`config.mk`:
```
export PLATFORM = sky130hd
export DESIGN_NAME = hrfw_half_rate_writer
export DESIGN_NICKNAME = d
export VERILOG_FILES = /design/src/rtl/hrfw_pkg.sv /design/src/rtl/hrfw_phase_ctl.sv /design/src/rtl/hrfw_pad_regs.sv /design/src/rtl/hrfw_half_rate_writer.sv
export SDC_FILE = /design/constraint.sdc
export NUM_CORES = 1
export LEC_CHECK = 0
export ABC_CLOCK_PERIOD_IN_PS = 1650
export CORE_AREA = 4 4 41 43
export CTS_CLUSTER_SIZE = 30
export DETAILED_ROUTE_END_ITERATION = 6
export DIE_AREA = 0 0 45 47
export DONT_BUFFER_PORTS = 1
export HOLD_SLACK_MARGIN = 0.08
export PLACE_DENSITY = 0.52
export SYNTH_ARGS = -nofsm -noshare
export SYNTH_HDL_FRONTEND = slang
export SYNTH_SLANG_ARGS = --single-unit
```
`constraint.sdc`:
```
create_clock -name clk -period 1.65 [get_ports clk]
set_input_delay 0.4125 -clock clk [delete_from_list [all_inputs] [get_ports clk]]
set_output_delay 0.4125 -clock clk [all_outputs]
set_load 0.01 [all_outputs]
```
`src/rtl/hrfw_pkg.sv`:
```
package hrfw_pkg;
  // Byte slot state: nothing held, byte held and waiting, strobe in flight
  typedef enum logic [1:0] {
    PH_EMPTY  = 2'd0,
    PH_SETUP  = 2'd1,
    PH_STROBE = 2'd2
  } ph_e;
endpackage

```
`src/rtl/hrfw_phase_ctl.sv`:
```
module hrfw_phase_ctl
  import hrfw_pkg::*;
(
  input  logic clk,
  input  logic rst,
  input  logic src_valid,
  input  logic space_n,
  output logic src_ready,
  output logic take,
  output logic fire
);
  ph_e ph_q, ph_d;

  always_comb begin
    // a slot is free when empty or when its byte leaves at this edge
    src_ready = (ph_q == PH_EMPTY) || (ph_q == PH_STROBE);
    take      = src_valid && src_ready;
    // strobe the next cycle only when a byte waits and the far side has room
    fire      = (ph_q == PH_SETUP) && !space_n;
    ph_d      = ph_q;
    unique case (ph_q)
      PH_EMPTY:  if (take) ph_d = PH_SETUP;
      PH_SETUP:  if (fire) ph_d = PH_STROBE;
      PH_STROBE: ph_d = take ? PH_SETUP : PH_EMPTY;
      default:   ph_d = PH_EMPTY;
    endcase
  end

  always_ff @(posedge clk) begin
    if (rst) ph_q <= PH_EMPTY;
    else     ph_q <= ph_d;
  end
endmodule

```
`src/rtl/hrfw_pad_regs.sv`:
```
module hrfw_pad_regs #(
  parameter int W = 8
) (
  input  logic         clk,
  input  logic         rst,
  input  logic         load,
  input  logic         fire,
  input  logic [W-1:0] din,
  output logic [W-1:0] bus_q,
  output logic         wr_n_q
);
  // output flops sit right at the pins; no logic after them
  always_ff @(posedge clk) begin
    if (rst) begin
      bus_q  <= '0;
      wr_n_q <= 1'b1;
    end else begin
      if (load) bus_q <= din;
      wr_n_q <= !fire;
    end
  end
endmodule

```
`src/rtl/hrfw_half_rate_writer.sv`:
```
module hrfw_half_rate_writer #(
  parameter int DATA_W = 8
) (
  input  logic              clk,
  input  logic              rst,
  input  logic [DATA_W-1:0] in_data,
  input  logic              in_valid,
  output logic              in_ready,
  input  logic              space_n,
  output logic [DATA_W-1:0] bus_data,
  output logic              wr_n
);
  logic take, fire;

  hrfw_phase_ctl u_ctl (
    .clk       (clk),
    .rst       (rst),
    .src_valid (in_valid),
    .space_n   (space_n),
    .src_ready (in_ready),
    .take      (take),
    .fire      (fire)
  );

  hrfw_pad_regs #(.W(DATA_W)) u_pads (
    .clk    (clk),
    .rst    (rst),
    .load   (take),
    .fire   (fire),
    .din    (in_data),
    .bus_q  (bus_data),
    .wr_n_q (wr_n)
  );
endmodule

```
# ---- After elaboration in Yosys (flattened, before gate mapping)
# Cells that the tools add are included.
dict set report word_totals {
  register_bits 11
  latch_bits 0
  ram_bits 0
  romBits 0
  inputBits 12
  out_inout_bits 10
  wordCells 18
  n_memories 0
}
dict set report op_classes {
  n_addsub 0
  mul 0
  div 0
  order_cmp 0
  eq_ne 4
  shift 0
  n_mux 4
  n_bitwise 0
  n_reduce_logical 7
}
# op n
set ops {}
lappend ops {{2-bit case mux with 3 select lines} 1}
lappend ops {{2-bit 2-to-1 mux} 2}
lappend ops {{2-bit by 1-bit equality test with 1-bit output, second input constant} 1}
lappend ops {{2-bit equality test, second input constant} 1}
lappend ops {{1-bit logical AND} 2}
lappend ops {{1-bit zero test} 2}
lappend ops {{2-bit zero test} 1}
lappend ops {{2-bit by 1-bit != test with 1-bit output, second input constant} 1}
lappend ops {{2-bit != test, second input constant} 1}
lappend ops {{2-bit AND reduction} 1}
lappend ops {{1-bit logical OR} 1}
lappend ops {{1-bit 2-to-1 mux} 1}

# ---- Logic depth before layout (Yosys ltp)
# Gate-level depths: netlist (run 1).
dict set report depth {
  depth_word 5
  mapped_depth 3
  mapped_depth_nobuf 2
}

# ---- By module
# A second synthesis (run 1) with hierarchy kept.
dict set report hier_totals {
  hier_cells 38
  hier_area_um2 401.6
}
# mod n_inst cells_per_inst area_per_inst_um2 seq_area_each_um2
set modules_own_cells {}
lappend modules_own_cells {hrfw_pad_regs 1 28 312.8 180.2}
lappend modules_own_cells {hrfw_phase_ctl 1 10 88.8 40.0}

# ---- Worst setup path before layout (run 1)
# No wires, ideal clock.
dict set report synth_path {
  path_kind {register -> output}
  startpoint {register u_ctl.ph_q[0]}
  endpoint {output port in_ready}
  t_arrival_ns 0.587
  required_ns 1.237
  setup_slack_ns 0.650
  path_stages_with_launch 3
  path_buffers 1
  cell_sequence {dfxtp_1 > buf_2 > inv_1}
}
dict set report synth_between {
  elab_chain_len 2
  word_cells_on_any_way 3
  cone_classes {eq/ne (1); reduce/logical (2)}
}
# item line
set synth_rtl {}
lappend synth_rtl {{start, declared} hrfw_phase_ctl.sv:12} ;# ph_e ph_q, ph_d;
lappend synth_rtl {{start signal, assigned} hrfw_phase_ctl.sv:31} ;# else ph_q <= ph_d;
lappend synth_rtl {{2-bit equality test or 2-bit zero test (tied branches)} hrfw_phase_ctl.sv:16} ;# src_ready = (ph_q == PH_EMPTY) || (ph_q == PH_STROBE);
lappend synth_rtl {{1-bit logical OR (*)} hrfw_phase_ctl.sv:16}
lappend synth_rtl {{end, declared} hrfw_half_rate_writer.sv:8} ;# output logic in_ready,
# Every way passes the cells marked *; elsewhere a longest branch is shown, timed or not.

# ---- Worst setup path in the final report (run 1)
# Ends and elaborated chain as after synthesis.

==> results.sh, run 1 <==
export IMPL_outcome="finished clean"
export IMPL_period_share_pct=65.3
export IMPL_max_slew_margin_pct=88.8
export IMPL_n_antenna_cell=0
export IMPL_routed_wl_um=963
export IMPL_synth_area_per_cell_um2=10.5
export IMPL_setup_violations=0
export IMPL_skew_ns=0.00656
export IMPL_syn_to_final_growth_pct=7.98
export IMPL_worstPathRequired_ns=1.24
export IMPL_synth_mux_area_share_pct=0
export IMPL_syn_instance_count=45
export IMPL_timing_rr_start="u_ctl.ph_q[0]"
export IMPL_hold_viol=0
export IMPL_clk_latency_ns=0.27
export IMPL_tightest_slew_ns=0.167
export IMPL_r2r_end="u_pads.wr_n_q"
export IMPL_final_core_util_pct=39.0
export IMPL_final_cell_mix="dfxtp_1, nand2b_1, nand4bb_1, o21ai_0, clkbuf_4"
export IMPL_cpPeakStageDelay_ns=0.31
export IMPL_irDropWorstVdd_v=0.000453
export IMPL_num_rows=13
export IMPL_clock_sinks=11
export IMPL_grt_max_degree=20
export IMPL_cts_buffers=3
export IMPL_synth_seq_cells=11
export IMPL_drive_above_1_share_pct=12.5
export IMPL_layout_commonest_cell="dfxtp_1"
export IMPL_crit_cells=1
export IMPL_drv_cap=0
export IMPL_yosysUniqueCellTypes=12
export IMPL_cts_root_buffer="clkbuf_4"
export IMPL_synth_fp_nets=57
export IMPL_yosys_area_share_xor_xnor_pct=0
export IMPL_cpLargestDelayFamily="flip-flops"
export IMPL_hpwl_um=708
export IMPL_cts_tree="done"
export IMPL_synth_compound_area_share_pct=9.57
export IMPL_cp_max_fo=2
export IMPL_ant_nets=0
export IMPL_drv_slew=0
export IMPL_die_area_um2=2120
export IMPL_start_util_pct=36.2
export IMPL_coreArea_um2=1300
export IMPL_setup_slack_ns=0.572
export IMPL_crit_arrival_ns=0.67
export IMPL_clk_pin_slew_ns=0.07
export IMPL_startpoint="u_ctl.ph_q[0]"
export IMPL_place_gp_congestion=0.576
export IMPL_fmax_mhz=928
export IMPL_dr_pass1_iters=4
export IMPL_via_count=338
export IMPL_wl_per_cell_um=15.3
export IMPL_post_cts_resized=0
export IMPL_setup_tns_ns=0
export IMPL_endpoint="in_ready"
export IMPL_rr_worst_depth=3
export IMPL_ys_seq_area_share_pct=46.8
export IMPL_route_detailed_drc=0
export IMPL_total_power_uw=521
export IMPL_ff2ff_setup_slack_ns=0.64
export IMPL_path_buf_inv=1
export IMPL_grt_pass1_wl_mm=1.43
export IMPL_power_leakage_nw=0.172
export IMPL_port_buffers=0
export IMPL_ios=22
export IMPL_synthAdderAreaFrac_pct=0
export IMPL_hold_depth=1
export IMPL_synth_top_family_by_area="simple AND/OR/NAND/NOR gates"
export IMPL_yosys_warnings=0
export IMPL_antenna_found_initial=0
export IMPL_h_tree_depth=1
export IMPL_postCtsHoldBufs=0
export IMPL_setup_worst_path_class="flop to output pin"
export IMPL_die_w_um=45
export IMPL_die_h_um=47
export IMPL_layout_nets=61
export IMPL_power_density_nw_per_um2=1030
export IMPL_place_ws_ns=0.633
export IMPL_fin_crit_ns=1.08
export IMPL_min_path_type="input pin to flop"
export IMPL_clockBufferDepth=2
export IMPL_yosys_area_share_simple_pct=39.4
export IMPL_rsz0062_at_grt="false"
export IMPL_grtUsageTotal_pct=9.84
export IMPL_grt_ovfl_total=0
export IMPL_cp_cell_sequence="inv_1"
export IMPL_grt_pass1_vias=319
export IMPL_avgViaCountPerCell=5.37
export IMPL_crit_path_end_kind="output pin"
export IMPL_post_cts_buffers=0
export IMPL_first_iter_violations=9
export IMPL_startpoint_type="flop"
export IMPL_critPathSlowestCell="dfxtp_1"
export IMPL_synth_area_um2=470
cell usage after synthesis:
cell type / instances / share of area (%)
o21ai_0: 8 / 8.5
buf_2: 1 / 1.1
nand2b_1: 10 / 13
buf_6: 1 / 2.4
nor2b_4: 1 / 2.9
nand4bb_1: 8 / 19
or3_1: 1 / 1.3
dfxtp_1: 11 / 47
nor3_1: 1 / 1.1
inv_1: 1 / 0.80
a21oi_1: 1 / 1.1
nand3b_1: 1 / 1.6
final cells by class:
type | count | area, um^2
fill | 148 | 793
multi-input combinational | 31 | 230
sequential | 11 | 220
clock buffer | 3 | 22.5
tap | 15 | 18.8
timing repair buffer | 1 | 7.51
clock inverter | 1 | 5.00
inverter | 1 | 3.75
cells by family after synthesis:
family,after synthesis
and+or+nand+nor,22
DFF,11
AOI/OAI and AO/OA,9
buffers and inverters,3
per-stage QoR:
| stage | cell area (um^2) | instances | hold WS [ns] |
|---|---|---|---|
| 2_1_floorplan | 470 | 45 | 0.458 |
| 3_3_place_gp | 480 | 59 | 0.487 |
| 6_report | 508 | 63 | 0.212 |
| 5_1_grt | 508 | 63 | 0.191 |
| 4_1_cts | 508 | 63 | 0.200 |
| 3_5_place_dp | 480 | 59 | 0.487 |
state kept, by name (all words and copies together), names as in the netlist:
name           cells
u_pads.bus_q       8
u_pads.wr_n_q      1
u_ctl.ph_q         2
layer usage:
| layer | GRT usage [%] | wire length [um] |
|---|---|---|
| met2 | 14.7 | 448 |
| met4 | 5.26 | 0 |
| met3 | 6.13 | 71 |
| met1 | 10.8 | 443 |
| met5 | 0 | 0 |
where the power goes:
part | internal, mW | total (mW) | switching [mW]
Combinational | 0.0251 | 0.0431 | 0.0180
Clock | 0.0896 | 0.181 | 0.0913
Sequential | 0.281 | 0.297 | 0.0156
worst min-delay path by stage:
| stage | from | end | slack [ns] |
|---|---|---|---|
| 6_report | rst | u_ctl.ph_q[0] | 0.21 |
| 5_1_grt | rst | u_ctl.ph_q[0] | 0.19 |
| 4_1_cts | rst | u_ctl.ph_q[0] | 0.20 |
| 3_5_place_dp | rst | u_ctl.ph_q[0] | 0.49 |
| 3_3_place_gp | rst | u_ctl.ph_q[0] | 0.49 |
| 2_1_floorplan | u_ctl.ph_q[0] | u_ctl.ph_q[1] | 0.46 |
No activity file was read; power rests on OpenSTA's default activity.
==> run 2: changes to the inputs <==
ABC_AREA = 1   (was not set)
ABC_CLOCK_PERIOD_IN_PS = 1000   (was 1650)
PLACE_DENSITY = 0.51   (was 0.52)
clock period = 1 ns   (was 1.65 ns; I/O delays follow)
==> run 2 against run 1 <==
Total power grew 74%; first-iteration DRC count shrank 44%; final cell count up 33%; non-clock buffer count grew 2; flip-flop and latch count is the same; utilization is 1.1 points higher; setup slack worse by 0.54 ns; sequential share of layout area is 0.42 points lower; critical endpoint unchanged; largest cell class is now sequential cells; largest power group unchanged.
==> results.sh, run 2 <==
export IMPL_outcome="finished clean"
export IMPL_cpPeakStageDelay_ns=0.38
export IMPL_synth_top_family_by_area="simple AND/OR/NAND/NOR gates"
export IMPL_setup_worst_path_class="flop to output pin"
export IMPL_skew_ns=0.000919
export IMPL_synth_edf_count=0
export IMPL_num_rows=13
export IMPL_power_leakage_nw=0.262
export IMPL_irDropWorstVdd_v=0.000752
export IMPL_port_buffers=0
export IMPL_combPwrFrac_pct=11.2
export IMPL_cp_max_fo=10
export IMPL_final_area_um2=522
export IMPL_reg_largest_list="u_pads.bus_q x8, u_ctl.ph_q x2, u_pads.wr_n_q x1"
export IMPL_start_util_pct=34.5
export IMPL_fmax_mhz=1030
export IMPL_die_h_um=47
export IMPL_coreArea_um2=1300
export IMPL_synth_top_cells_by_count="nor2_1, dfxtp_1, nand2_1"
export IMPL_crit_path_end_kind="output pin"
export IMPL_first_iter_violations=5
export IMPL_tightest_slew_ns=0.213
export IMPL_grt_pass1_wl_mm=1.44
export IMPL_setup_tns_ns=0
export IMPL_yosys_area_share_xor_xnor_pct=0
export IMPL_syn_to_final_growth_pct=16.2
export IMPL_synth_mux_area_share_pct=0
export IMPL_cpLargestDelayFamily="flip-flops"
export IMPL_syn_instance_count=63
export IMPL_fin_crit_ns=0.971
export IMPL_crit_arrival_ns=0.72
export IMPL_rsz0062_at_grt="false"
export IMPL_synth_area_leaders="dfxtp_1, nor2_1, nand3_1, nand2_1, inv_1"
export IMPL_hpwl_um=649
export IMPL_hold_viol=0
export IMPL_place_gp_congestion=0.676
export IMPL_cp_cell_sequence="inv_8"
export IMPL_n_antenna_cell=0
export IMPL_p_int_uw=668
export IMPL_largest_reg_flops=8
export IMPL_dr_pass1_iters=4
export IMPL_layout_commonest_cell="nor2_1"
export IMPL_hold_slack_ns=0.120
export IMPL_cts_root_buffer="clkbuf_4"
export IMPL_seqPwrFrac_pct=55.9
export IMPL_p_sw_share_pct=26.4
export IMPL_setup_violations=0
export IMPL_clock_sinks=11
export IMPL_fill_cells=146
export IMPL_grt_ovfl_total=0
export IMPL_power_density_nw_per_um2=1740
export IMPL_layout_nets=82
export IMPL_synth_area_um2=449
export IMPL_clk_pin_slew_ns=0.07
export IMPL_critPathSlowestCell="dfxtp_4"
export IMPL_drv_slew=0
export IMPL_grt_max_degree=11
export IMPL_wl_per_cell_um=11.0
export IMPL_placed_area_um2=457
export IMPL_synth_fp_nets=75
export IMPL_synth_seq_cells=11
export IMPL_cts_tree="done"
export IMPL_via_count=364
export IMPL_ys_flop_type="dfxtp_1"
export IMPL_ios=22
export IMPL_die_w_um=45
export IMPL_final_cell_mix="nor2_1, nand2_1, dfxtp_1, inv_1, nand3_1"
export IMPL_yosys_area_share_simple_pct=36.5
export IMPL_die_area_um2=2120
export IMPL_ys_seq_area_share_pct=49.0
export IMPL_setup_slack_ns=0.0294
export IMPL_max_slew_margin_pct=85.8
export IMPL_synth_top_area_cell="dfxtp_1"
export IMPL_drv_cap=0
export IMPL_total_power_uw=908
export IMPL_yosys_warnings=0
export IMPL_cts_buffers=3
export IMPL_h_tree_depth=1
export IMPL_clockBufferDepth=2
export IMPL_clk_latency_ns=0.26
export IMPL_min_path_type="input pin to flop"
export IMPL_synth_async_sr_flop_share_pct=0
export IMPL_grt_pass1_vias=333
export IMPL_p_sw_uw=240
export IMPL_startpoint_type="flop"
export IMPL_period_share_pct=97.1
export IMPL_yosysTopAreaCellShare_pct=49.0
export IMPL_routed_wl_um=927
export IMPL_clkPwrFrac_pct=32.9
export IMPL_path_buf_inv=1
export IMPL_route_detailed_drc=0
export IMPL_drive_above_1_share_pct=15.9
export IMPL_antenna_found_initial=0
export IMPL_synth_compound_area_share_pct=1.11
export IMPL_yosysUniqueCellTypes=10
export IMPL_yosys_cell_count_top_type="nor2_1"
export IMPL_synthAdderAreaFrac_pct=0
export IMPL_ant_nets=0
export IMPL_worstPathRequired_ns=0.75
export IMPL_avgViaCountPerCell=4.33
export IMPL_place_ws_ns=0.158
export IMPL_largest_register="u_pads.bus_q"
export IMPL_synth_area_per_cell_um2=7.13
export IMPL_grtUsageTotal_pct=9.76
[run 2: area by class of cell]
class / count / area (um^2) / share of cell area, %
Inverter: 13 / 56.3 / 10.8
Sequential cell: 11 / 224 / 42.9
Tap cell: 15 / 18.8 / 3.60
Timing Repair Buffer: 3 / 27.5 / 5.28
Clock buffer: 4 / 26.3 / 5.04
Multi-Input combinational cell: 38 / 169 / 32.4
[run 2: worst paths after layout]
| kind | endpoint | from | slack [ns] | cells past startpoint |
|---|---|---|---|---|
| max | in_ready | u_ctl.ph_q[0] | 0.03 | 1 |
| max reg2reg | u_pads.wr_n_q | u_ctl.ph_q[0] | 0.12 | 4 |
| min | u_ctl.ph_q[0] | in_valid | 0.12 | 2 |
| min reg2reg | u_ctl.ph_q[0] | u_ctl.ph_q[1] | 0.49 | 3 |
[run 2: cell families (layout without fill, tap and decap cells)]
family                 Yosys count  count (layout)
AO/OA/AOI/OAI                    1               1
buffers and inverters           14              20
flip-flops                      11              11
AND/OR/NAND/NOR                 37              37
[run 2: routing by layer]
metal	global-route usage [%]	wire length (um)	part of all wire (%)	up-vias
met3	2.68	60	6.5	2
met2	14.1	398	43	14
met5	0	0	0	-
met1	12.4	459	50	149
met4	7.02	7	0.76	0
li1	-	-	-	199
[run 2: power by group through the flow]
stage                     Clock (mW)  Sequential (mW)  Combinational (mW)
after floorplan                    0            0.511              0.0829
after global placement             0            0.516              0.0889
after detailed placement           0            0.517              0.0884
after CTS                      0.315            0.508              0.0974
after global routing           0.337            0.511               0.120
final                          0.299            0.507               0.102
[run 2: what timing repair did]
item	CTS	global route
setup buffers	0	1
hold buffers	2	0
resized for setup	4	1
hold endpoints to repair	3	0
endpoints found under the setup margin	1	1
[run 2: per-stage QoR]
step	cells	util (%)
CTS	83	39.3
global route	84	40.1
global placement	77	35.1
detailed placement	77	35.1
floorplan	63	-
finish	84	40.1
